--- config.mk ---
export PLATFORM = sky130hd
export DESIGN_NAME = irq_mask_ctrl
export DESIGN_NICKNAME = d
export VERILOG_FILES = /design/src/rtl/irq_mask_pkg.sv /design/src/rtl/irq_mask_reg.sv /design/src/rtl/irq_prio_enc.sv /design/src/rtl/irq_bus_read.sv /design/src/rtl/irq_mask_ctrl.sv
export SDC_FILE = /design/constraint.sdc
export NUM_CORES = 1
export LEC_CHECK = 0
export ABC_AREA = 1
export BUFFER_PORTS_ARGS = -buffer_cell sky130_fd_sc_hd__clkbuf_2
export CORE_MARGIN = 4
export CORE_UTILIZATION = 45
export DETAILED_ROUTE_END_ITERATION = 10
export PLACE_DENSITY_LB_ADDON = 0.3
export RECOVER_POWER = 25
export SKIP_LAST_GASP = 1
export SLEW_MARGIN = 15
export SYNTH_ARGS = -nofsm -noshare
export SYNTH_HDL_FRONTEND = slang
export SYNTH_HIERARCHICAL = 1
export SYNTH_SLANG_ARGS = --single-unit
--- constraint.sdc ---
create_clock -name clk -period 3.05 [get_ports clk]
set_clock_uncertainty 0.1 [all_clocks]
set_input_delay 0.4575 -clock clk [delete_from_list [all_inputs] [get_ports clk]]
set_output_delay 0.4575 -clock clk [all_outputs]
set_load 0.05 [all_outputs]
--- src/rtl/irq_mask_pkg.sv ---
package irq_mask_pkg;
  typedef enum logic {
    LOC_MASK  = 1'b0,
    LOC_CLEAR = 1'b1
  } loc_e;
endpackage

--- src/rtl/irq_mask_reg.sv ---
module irq_mask_reg #(
  parameter int N_IRQ = 8
) (
  input  logic             clk,
  input  logic             rst,
  input  logic             set_stb,
  input  logic             clr_stb,
  input  logic [N_IRQ-1:0] wdata,
  output logic [N_IRQ-1:0] mask_q
);
  logic [N_IRQ-1:0] set_vec;
  logic [N_IRQ-1:0] clr_vec;
  logic [N_IRQ-1:0] mask_d;

  assign set_vec = set_stb ? wdata : '0;
  assign clr_vec = clr_stb ? wdata : '0;

  // per-bit update, clear takes precedence over set on the same bit
  for (genvar b = 0; b < N_IRQ; b++) begin : g_bit
    always_comb begin
      if (clr_vec[b])      mask_d[b] = 1'b0;
      else if (set_vec[b]) mask_d[b] = 1'b1;
      else                 mask_d[b] = mask_q[b];
    end
  end

  always_ff @(posedge clk) begin
    if (rst) mask_q <= '0;
    else     mask_q <= mask_d;
  end
endmodule

--- src/rtl/irq_prio_enc.sv ---
module irq_prio_enc #(
  parameter int N_IRQ = 8,
  localparam int IDX_W = $clog2(N_IRQ)
) (
  input  logic [N_IRQ-1:0] stat,
  output logic [IDX_W-1:0] idx,
  output logic             any
);
  logic [N_IRQ-1:0] sv [0:IDX_W];
  logic [IDX_W-1:0] si [0:IDX_W];

  assign sv[0] = stat;
  assign si[0] = '0;

  // halving search: test the low half, shift past it when empty
  for (genvar g = 0; g < IDX_W; g++) begin : g_stage
    localparam int HALF = 1 << (IDX_W - 1 - g);
    localparam logic [N_IRQ-1:0] LOW = {N_IRQ{1'b1}} >> (N_IRQ - HALF);
    logic empty;
    assign empty     = (sv[g] & LOW) == '0;
    assign sv[g+1]   = empty ? (sv[g] >> HALF) : sv[g];
    assign si[g+1]   = empty ? (si[g] | IDX_W'(HALF)) : si[g];
  end

  assign any = |stat;
  assign idx = any ? si[IDX_W] : '0;
endmodule

--- src/rtl/irq_bus_read.sv ---
module irq_bus_read #(
  parameter int N_IRQ = 8
) (
  input  logic             clk,
  input  logic             rst,
  input  logic             rd_stb,
  input  logic             sel,
  input  logic [N_IRQ-1:0] mask_q,
  input  logic [N_IRQ-1:0] stat,
  output logic [N_IRQ-1:0] rdata
);
  import irq_mask_pkg::*;

  always_ff @(posedge clk) begin
    if (rst)         rdata <= '0;
    else if (rd_stb) rdata <= (loc_e'(sel) == LOC_CLEAR) ? stat : mask_q;
  end
endmodule

--- src/rtl/irq_mask_ctrl.sv ---
module irq_mask_ctrl #(
  parameter int N_IRQ = 8,
  localparam int IDX_W = $clog2(N_IRQ)
) (
  input  logic             clk,
  input  logic             rst,
  input  logic             bus_sel,
  input  logic             bus_wr,
  input  logic             bus_rd,
  input  logic [N_IRQ-1:0] bus_wdata,
  output logic [N_IRQ-1:0] bus_rdata,
  input  logic [N_IRQ-1:0] irq_in,
  output logic             irq_req,
  output logic [IDX_W-1:0] pend_idx,
  output logic             pend_vld
);
  import irq_mask_pkg::*;

  logic [N_IRQ-1:0] mask_q;
  logic [N_IRQ-1:0] stat;
  logic [IDX_W-1:0] enc_idx;
  logic             enc_any;
  logic             set_stb;
  logic             clr_stb;

  assign set_stb = bus_wr && (loc_e'(bus_sel) == LOC_MASK);
  assign clr_stb = bus_wr && (loc_e'(bus_sel) == LOC_CLEAR);
  assign stat    = irq_in & mask_q;

  irq_mask_reg #(.N_IRQ(N_IRQ)) u_mask (
    .clk(clk), .rst(rst), .set_stb(set_stb), .clr_stb(clr_stb),
    .wdata(bus_wdata), .mask_q(mask_q)
  );

  irq_prio_enc #(.N_IRQ(N_IRQ)) u_enc (
    .stat(stat), .idx(enc_idx), .any(enc_any)
  );

  irq_bus_read #(.N_IRQ(N_IRQ)) u_rd (
    .clk(clk), .rst(rst), .rd_stb(bus_rd), .sel(bus_sel),
    .mask_q(mask_q), .stat(stat), .rdata(bus_rdata)
  );

  always_ff @(posedge clk) begin
    if (rst) begin
      irq_req  <= 1'b0;
      pend_vld <= 1'b0;
      pend_idx <= '0;
    end else begin
      irq_req  <= |stat;
      pend_vld <= enc_any;
      pend_idx <= enc_idx;
    end
  end
endmodule

==> results of run 1 <==
==> power by group through the flow <==
stage,Combinational [mW],Sequential (mW),Clock (mW)
after CTS,0.142,0.301,0.136
final,0.142,0.300,0.131
after detailed placement,0.141,0.307,0
after global placement,0.139,0.306,0
after global routing,0.157,0.303,0.153
after floorplan,0.0699,0.347,0
==> cells by family (layout without fill, tap and decap cells) <==
family,count (synthesis),after routing,synth area share [%]
simple gates,111,111,42.2
buf+inv,35,66,15.9
flops,21,21,37.9
compound gates,9,9,4.06
==> registers in the layout, indices dropped and copies added, names as in the netlist <==
register and cells:
pend_idx 3, u_rd/rdata 8, u_mask/mask_q 8, irq_req 1
pend_vld 1
==> area by class of cell <==
cell class / instances / area share (%)
multi-input cells: 120 / 40.3
well taps: 28 / 2.75
clock buffers: 4 / 2.06
repair buffers: 33 / 13.0
flip-flops and latches: 21 / 33.0
inverters: 29 / 8.94
==> worst min-delay path by stage <==
stage / startpoint / endpoint / cells past startpoint
floorplan: u_mask/mask_q[0] / u_mask/mask_q[0] / 2
global placement: u_mask/mask_q[6] / u_mask/mask_q[6] / 2
detailed placement: u_mask/mask_q[6] / u_mask/mask_q[6] / 2
CTS: bus_wdata[3] / u_mask/mask_q[3] / 4
global route: bus_wdata[1] / u_mask/mask_q[1] / 4
finish: bus_wdata[3] / u_mask/mask_q[3] / 4
==> placed cells by master, fill, tap and decap left out <==
cell	Yosys	routed
a21oi_1	9	9
and2_4	1	1
clkbuf_1	0	1
clkbuf_2	0	33
clkbuf_4	0	3
clkinv_4	1	1
dfxtp_1	21	21
inv_1	26	26
inv_2	2	2
nand2_1	55	55
nand2_2	3	3
nand3_1	11	11
nand3_2	1	1
nor2_1	34	34
nor2_2	4	4
nor2_4	1	1
nor3_1	1	1
==> worst min-delay path, cell delays in order <==
cell and delay [ns]:
clkbuf_2 0.09, nand2_1 0.04, nand2_1 0.05, nor2_1 0.03
==> through the flow <==
step,hold slack (ns),std cells
detailed placement,0.408,231
global route,0.298,235
finish,0.299,235
floorplan,0.359,176
global placement,0.380,231
CTS,0.293,235
==> routing by layer <==
layer / GRT usage [%] / part of all wire, %
met5: 0 / 0
met4: 5.96 / 1.3
met3: 2.00 / 6.3
met2: 27.9 / 50
met1: 18.4 / 43
==> key figures, run 1 <==
Clocking
  • Post-CTS setup buffers: 0
  • CTS root buf: clkbuf_4
  • Hold_buf cts: 0
  • PostCTS Resize Cnt: 0
  • Number of buffers created by CTS: 3
  • H-tree depth: 1
  • Later-pin clock latency in the skew report: 0.30 ns
  • Max Root-Sink Buffers: 2
  • Clock-pin slew on the worst setup and hold paths: 0.11 ns
  • Clk sinks: 21
  • CTS tree: yes

Global routing
  • Overflow after GRT: 0
  • First-pass GRT wire length: 4120 um
  • Largest net degree at the start of global routing: 17
  • Total GRT Usage: 15.5%
  • Vias in the first global route: ~1000
  • Antenna violations before repair: 0

Synthesis
  • Count leader, synth: nand2_1
  • Cell Area, Synth: roughly 1100 um2
  • Synth area leaders: dfxtp_1, nand2_1, nor2_1, inv_1, nand3_1
  • Post-synth top area share: a little under two fifths
  • EDFF count, synth: 0
  • Flops & latches, synth: 21
  • Synth async-reset ratio: 0%
  • Leading area contributor after synthesis: dfxtp_1
  • Unique cell type count in the Yosys netlist: 18
  • Synth Warn #: 6
  • Syn Inst Count: between 150 and 200
  • Syn_area_per_cell: approximately 6.3 um2
  • Syn Nets: 197
  • Prevailing post-synth register cell: dfxtp_1
  • Sequential-to-total area share from yosys stat: 37.9%
  • Commonest cells in the netlist: nand2_1, nor2_1, inv_1, dfxtp_1, nand3_1

Worst setup path
  • Crit path depth: 1
  • Reg-to-reg endpoint: pend_idx[0]
  • WP buf/inv: 1
  • CP Launch Type: register
  • Maximum fanout along the worst path: 2
  • CP max-delay cell: dfxtp_1
  • Worst reg2reg path startpoint: u_mask/mask_q[0]
  • Critical Path Source: u_rd/rdata[5]
  • Crit path cell chain: clkbuf_2
  • CP peak stage delay: 0.39 ns
  • Critical Path End: bus_rdata[5]
  • Critical Path AT: 0.98 ns
  • Required @ worst endpoint: 2.49 ns
  • Setup slack, reg-to-reg: about 1.7 ns
  • Setup CP Type: register to output pin
  • Top Family by Delay on Critical Path: flip-flops
  • Crit. End Element: output pin
  • R2R depth: 10

Floorplan
  • DIE AREA: 3320 um2
  • Core area: around 2300 um2
  • Top Ports: 34
  • # rows: 17
  • Initial Util: between 40 and 50%
  • Die W: 57.7 um
  • Die extent in y: around 58 um

Drt
  • Post-Route WL: around 2500 um
  • DRT iter0 DRCs: 35
  • DRC errors left: 0
  • TritonRoute pass-1 iters: 4
  • Vias: between 1000 and 1500
  • Via density: between 4 and 5
  • Wire per inst: 10.4 um
  • Post-DRT Antenna Nets: 0

STA
  • Crit path time final: 1.54 ns
  • Final worst path period share: 50.5%
  • Unrepaired setup endpoints after global routing: false
  • Fin Setup TNS: 0 ns
  • Endpoints failing setup: 0
  • Max transition margin: about 64%
  • PnR worst setup slack: 1.51 ns
  • Final Hold Fails: 0
  • Slew Limit Fails: 0
  • Fmax: 649 MHz
  • Slew of the pin with the lowest slew margin: roughly 0.54 ns

Pwr
  • Net Sw Frac: 32.8%
  • Logic pwr share: 24.7%
  • Worst VDD drop: 0.272 mV
  • Total power: roughly 0.57 mW
  • Sequential Power Share: 52.4%
  • P_sw: 0.188 mW
  • Internal power: between 0.3 and 0.4 mW
  • Lkg Pwr: 0.765 nW
  • Power Density: 450 nW/um2
  • Clock group share of total power: between 20 and 25%

Final layout
  • Nets: 229
  • Multi-input gate area: ~510 um2
  • Final instance area: 1270 um2
  • Layout cell share with drive strength beyond 1: about a quarter
  • Area Overhead vs Synth: 14.8%
  • Antenna diode count: 0
  • Layout fillers: 233
  • Storage cell area: between 400 and 500 um2
  • Final core utilization: 56.0%

Hold path
  • Min-delay worst type: primary input to register

Placed design
  • DP HPWL: around 1900 um
  • Post-DP Area: 1250 um2
  • Dpl ws: 1.53 ns
  • Input/output buffers: 33
  • RD Place Congestion: 0.821

Run status
  • Outcome: finished clean

Run
  • Max-Cap Viols: 0
Power figures use the tool's default switching activity.
==> run 2: changes to the inputs <==
==> constraint.sdc (replaced) <==
create_clock -name clk -period 1.3 [get_ports clk]
set_clock_uncertainty 0.1 [all_clocks]
set_input_delay 0.195 -clock clk [delete_from_list [all_inputs] [get_ports clk]]
set_output_delay 0.195 -clock clk [all_outputs]
set_load 0.05 [all_outputs]
==> key figures, run 2 (synthesis gave the netlist of run 1 again) <==
Worst setup path
  • CP Launch Type: register
  • Reg-to-reg endpoint: pend_idx[0]
  • Top Family by Delay on Critical Path: simple AND/OR/NAND/NOR gates
  • WP buf/inv: 3
  • Critical Path AT: 1.37 ns
  • Crit path depth: 10
  • Maximum fanout along the worst path: 3
  • Crit. End Element: register
  • R2R depth: 10
  • Required @ worst endpoint: 1.44 ns
  • Critical Path Source: u_mask/mask_q[0]
  • Most used cell along the critical path: nand2_2
  • CP max-delay cell: dfxtp_2
  • Crit path cell chain: nand2_2 -> inv_2 -> inv_2 -> nand2_2 -> nor2_4 -> nand2_2 -> nand3_2 -> nor2_1 -> inv_1 -> nor2_1
  • Worst reg2reg path startpoint: u_mask/mask_q[0]
  • Critical Path End: pend_idx[0]
  • Setup slack, reg-to-reg: about 0.07 ns
  • CP peak stage delay: 0.38 ns
  • Setup CP Type: register to register

Drt
  • Post-DRT Antenna Nets: 0
  • Via density: 4.62
  • Wire per inst: between 10 and 15 um
  • DRT iter0 DRCs: 13
  • Vias: about 1100
  • Post-Route WL: 2490 um
  • DRC errors left: 0
  • TritonRoute pass-1 iters: 4

Clocking
  • Number of buffers created by CTS: 3
  • Later-pin clock latency in the skew report: roughly 0.3 ns
  • Max Root-Sink Buffers: 2
  • Clk sinks: 21
  • CTS root buf: clkbuf_4
  • H-tree depth: 1
  • Clock-pin slew on the worst setup and hold paths: 0.11 ns
  • CTS tree: yes

Pwr
  • Net Sw Frac: between 30 and 40%
  • Internal power: 0.922 mW
  • Logic pwr share: 26.4%
  • Sequential Power Share: 51.6%
  • Total power: 1.37 mW
  • Power Density: 997 nW/um2
  • Worst VDD drop: ~0.56 mV
  • Lkg Pwr: 0.796 nW
  • Clock group share of total power: between 20 and 25%
  • P_sw: 0.445 mW

STA
  • Fmax: 813 MHz
  • Unrepaired setup endpoints after global routing: true
  • Slew of the pin with the lowest slew margin: 0.445 ns
  • Crit path time final: 1.23 ns
  • Final Hold Fails: 0
  • Max transition margin: about 70%
  • Hold slack: 0.0282 ns
  • Fin Setup TNS: 0 ns
  • Final worst path period share: 94.6%
  • Endpoints failing setup: 0
  • Slew Limit Fails: 0

Global routing
  • Largest net degree at the start of global routing: 17
  • Antenna violations before repair: 0
  • First-pass GRT wire length: 4260 um
  • Overflow after GRT: 0
  • Vias in the first global route: around 1000
  • Total GRT Usage: roughly 16%

Placed design
  • DP HPWL: 1970 um
  • Post-DP Area: 1260 um2
  • RD Place Congestion: 0.792
  • Input/output buffers: 33

Final layout
  • Nets: around 240
  • Most common cell after layout, fill and taps aside: nand2_1
  • Final instance area: ~1400 um2
  • Layout cell share with drive strength beyond 1: between 30% and 40%
  • Most frequent cells in the layout: nand2_1, nor2_1, clkbuf_2
  • Area Overhead vs Synth: 23.6%
  • Antenna diode count: 0
  • Largest registers: u_mask/mask_q x8, u_rd/rdata x8, pend_idx x3
  • Final core utilization: 60.3%

Floorplan
  • DIE AREA: ~3300 um2
  • Die extent in y: between 50 and 60 um
  • Core area: 2280 um2
  • Initial Util: 48.8%
  • # rows: 17
  • Top Ports: 34
  • Die W: 57.7 um

Hold path
  • Min-delay worst type: primary input to register

Run status
  • Outcome: finished clean

Run
  • Max-Cap Viols: 0
==> run 2: how the worst min path moves through the flow <==
stage / start / end / slack [ns] / depth (start not counted)
6_report: bus_wdata[7] / u_mask/mask_q[7] / 0.03 / 4
5_1_grt: bus_wdata[0] / u_mask/mask_q[0] / 0.03 / 4
4_1_cts: bus_wdata[7] / u_mask/mask_q[7] / 0.03 / 4
3_5_place_dp: bus_wdata[3] / u_mask/mask_q[3] / 0.35 / 3
3_3_place_gp: bus_wdata[3] / u_mask/mask_q[3] / 0.34 / 3
2_1_floorplan: rst / irq_req / 0.16 / 1
==> run 2: per-stage QoR <==
stage / setup WS (ns) / cells
2_1_floorplan: 0.188 / 176
3_5_place_dp: -0.00769 / 233
6_report: 0.0699 / 242
3_3_place_gp: 0.0573 / 233
5_1_grt: -0.0263 / 242
4_1_cts: 0.00582 / 237
==> run 2: power groups by stage <==
stage / registers [mW] / clock network [mW] / logic (mW)
floorplan: 0.813 / 0 / 0.164
global placement: 0.716 / 0 / 0.331
detailed placement: 0.718 / 0 / 0.339
CTS: 0.704 / 0.319 / 0.341
global route: 0.712 / 0.345 / 0.399
finish: 0.706 / 0.301 / 0.360
==> run 2: final cells by class <==
type                    instances  area, um2
fillers                       228        905
well taps                      28       35.0
repair buffers                 40        215
multi-input cells             120        548
inverters                      29        116
flip-flops and latches         21        430
clock buffers                   4       26.3
==> run 2: worst register-to-register path: stages (launching register included) <==
cell     delay, ns
dfxtp_2       0.38
nand2_2       0.07
inv_2         0.09
inv_2         0.06
nand2_2       0.09
nor2_4        0.05
nand2_2       0.07
nand3_2       0.06
nor2_1        0.10
inv_1         0.05
nor2_1        0.07
==> run 2: per-layer routing <==
layer	share of wire, %	up-vias	global-route usage (%)
met1	42	488	19.0
li1	-	596	-
met5	0	-	0
met2	51	32	28.5
met4	0.56	0	3.97
met3	6.7	2	4.45
==> run 2: timing repair <==
action                     in CTS  in global routing
gates resized for setup         2                 29
pin swaps                       0                  4
hold buffers                    0                  0
setup endpoints to repair       1                  4
buffers inserted                0                  5
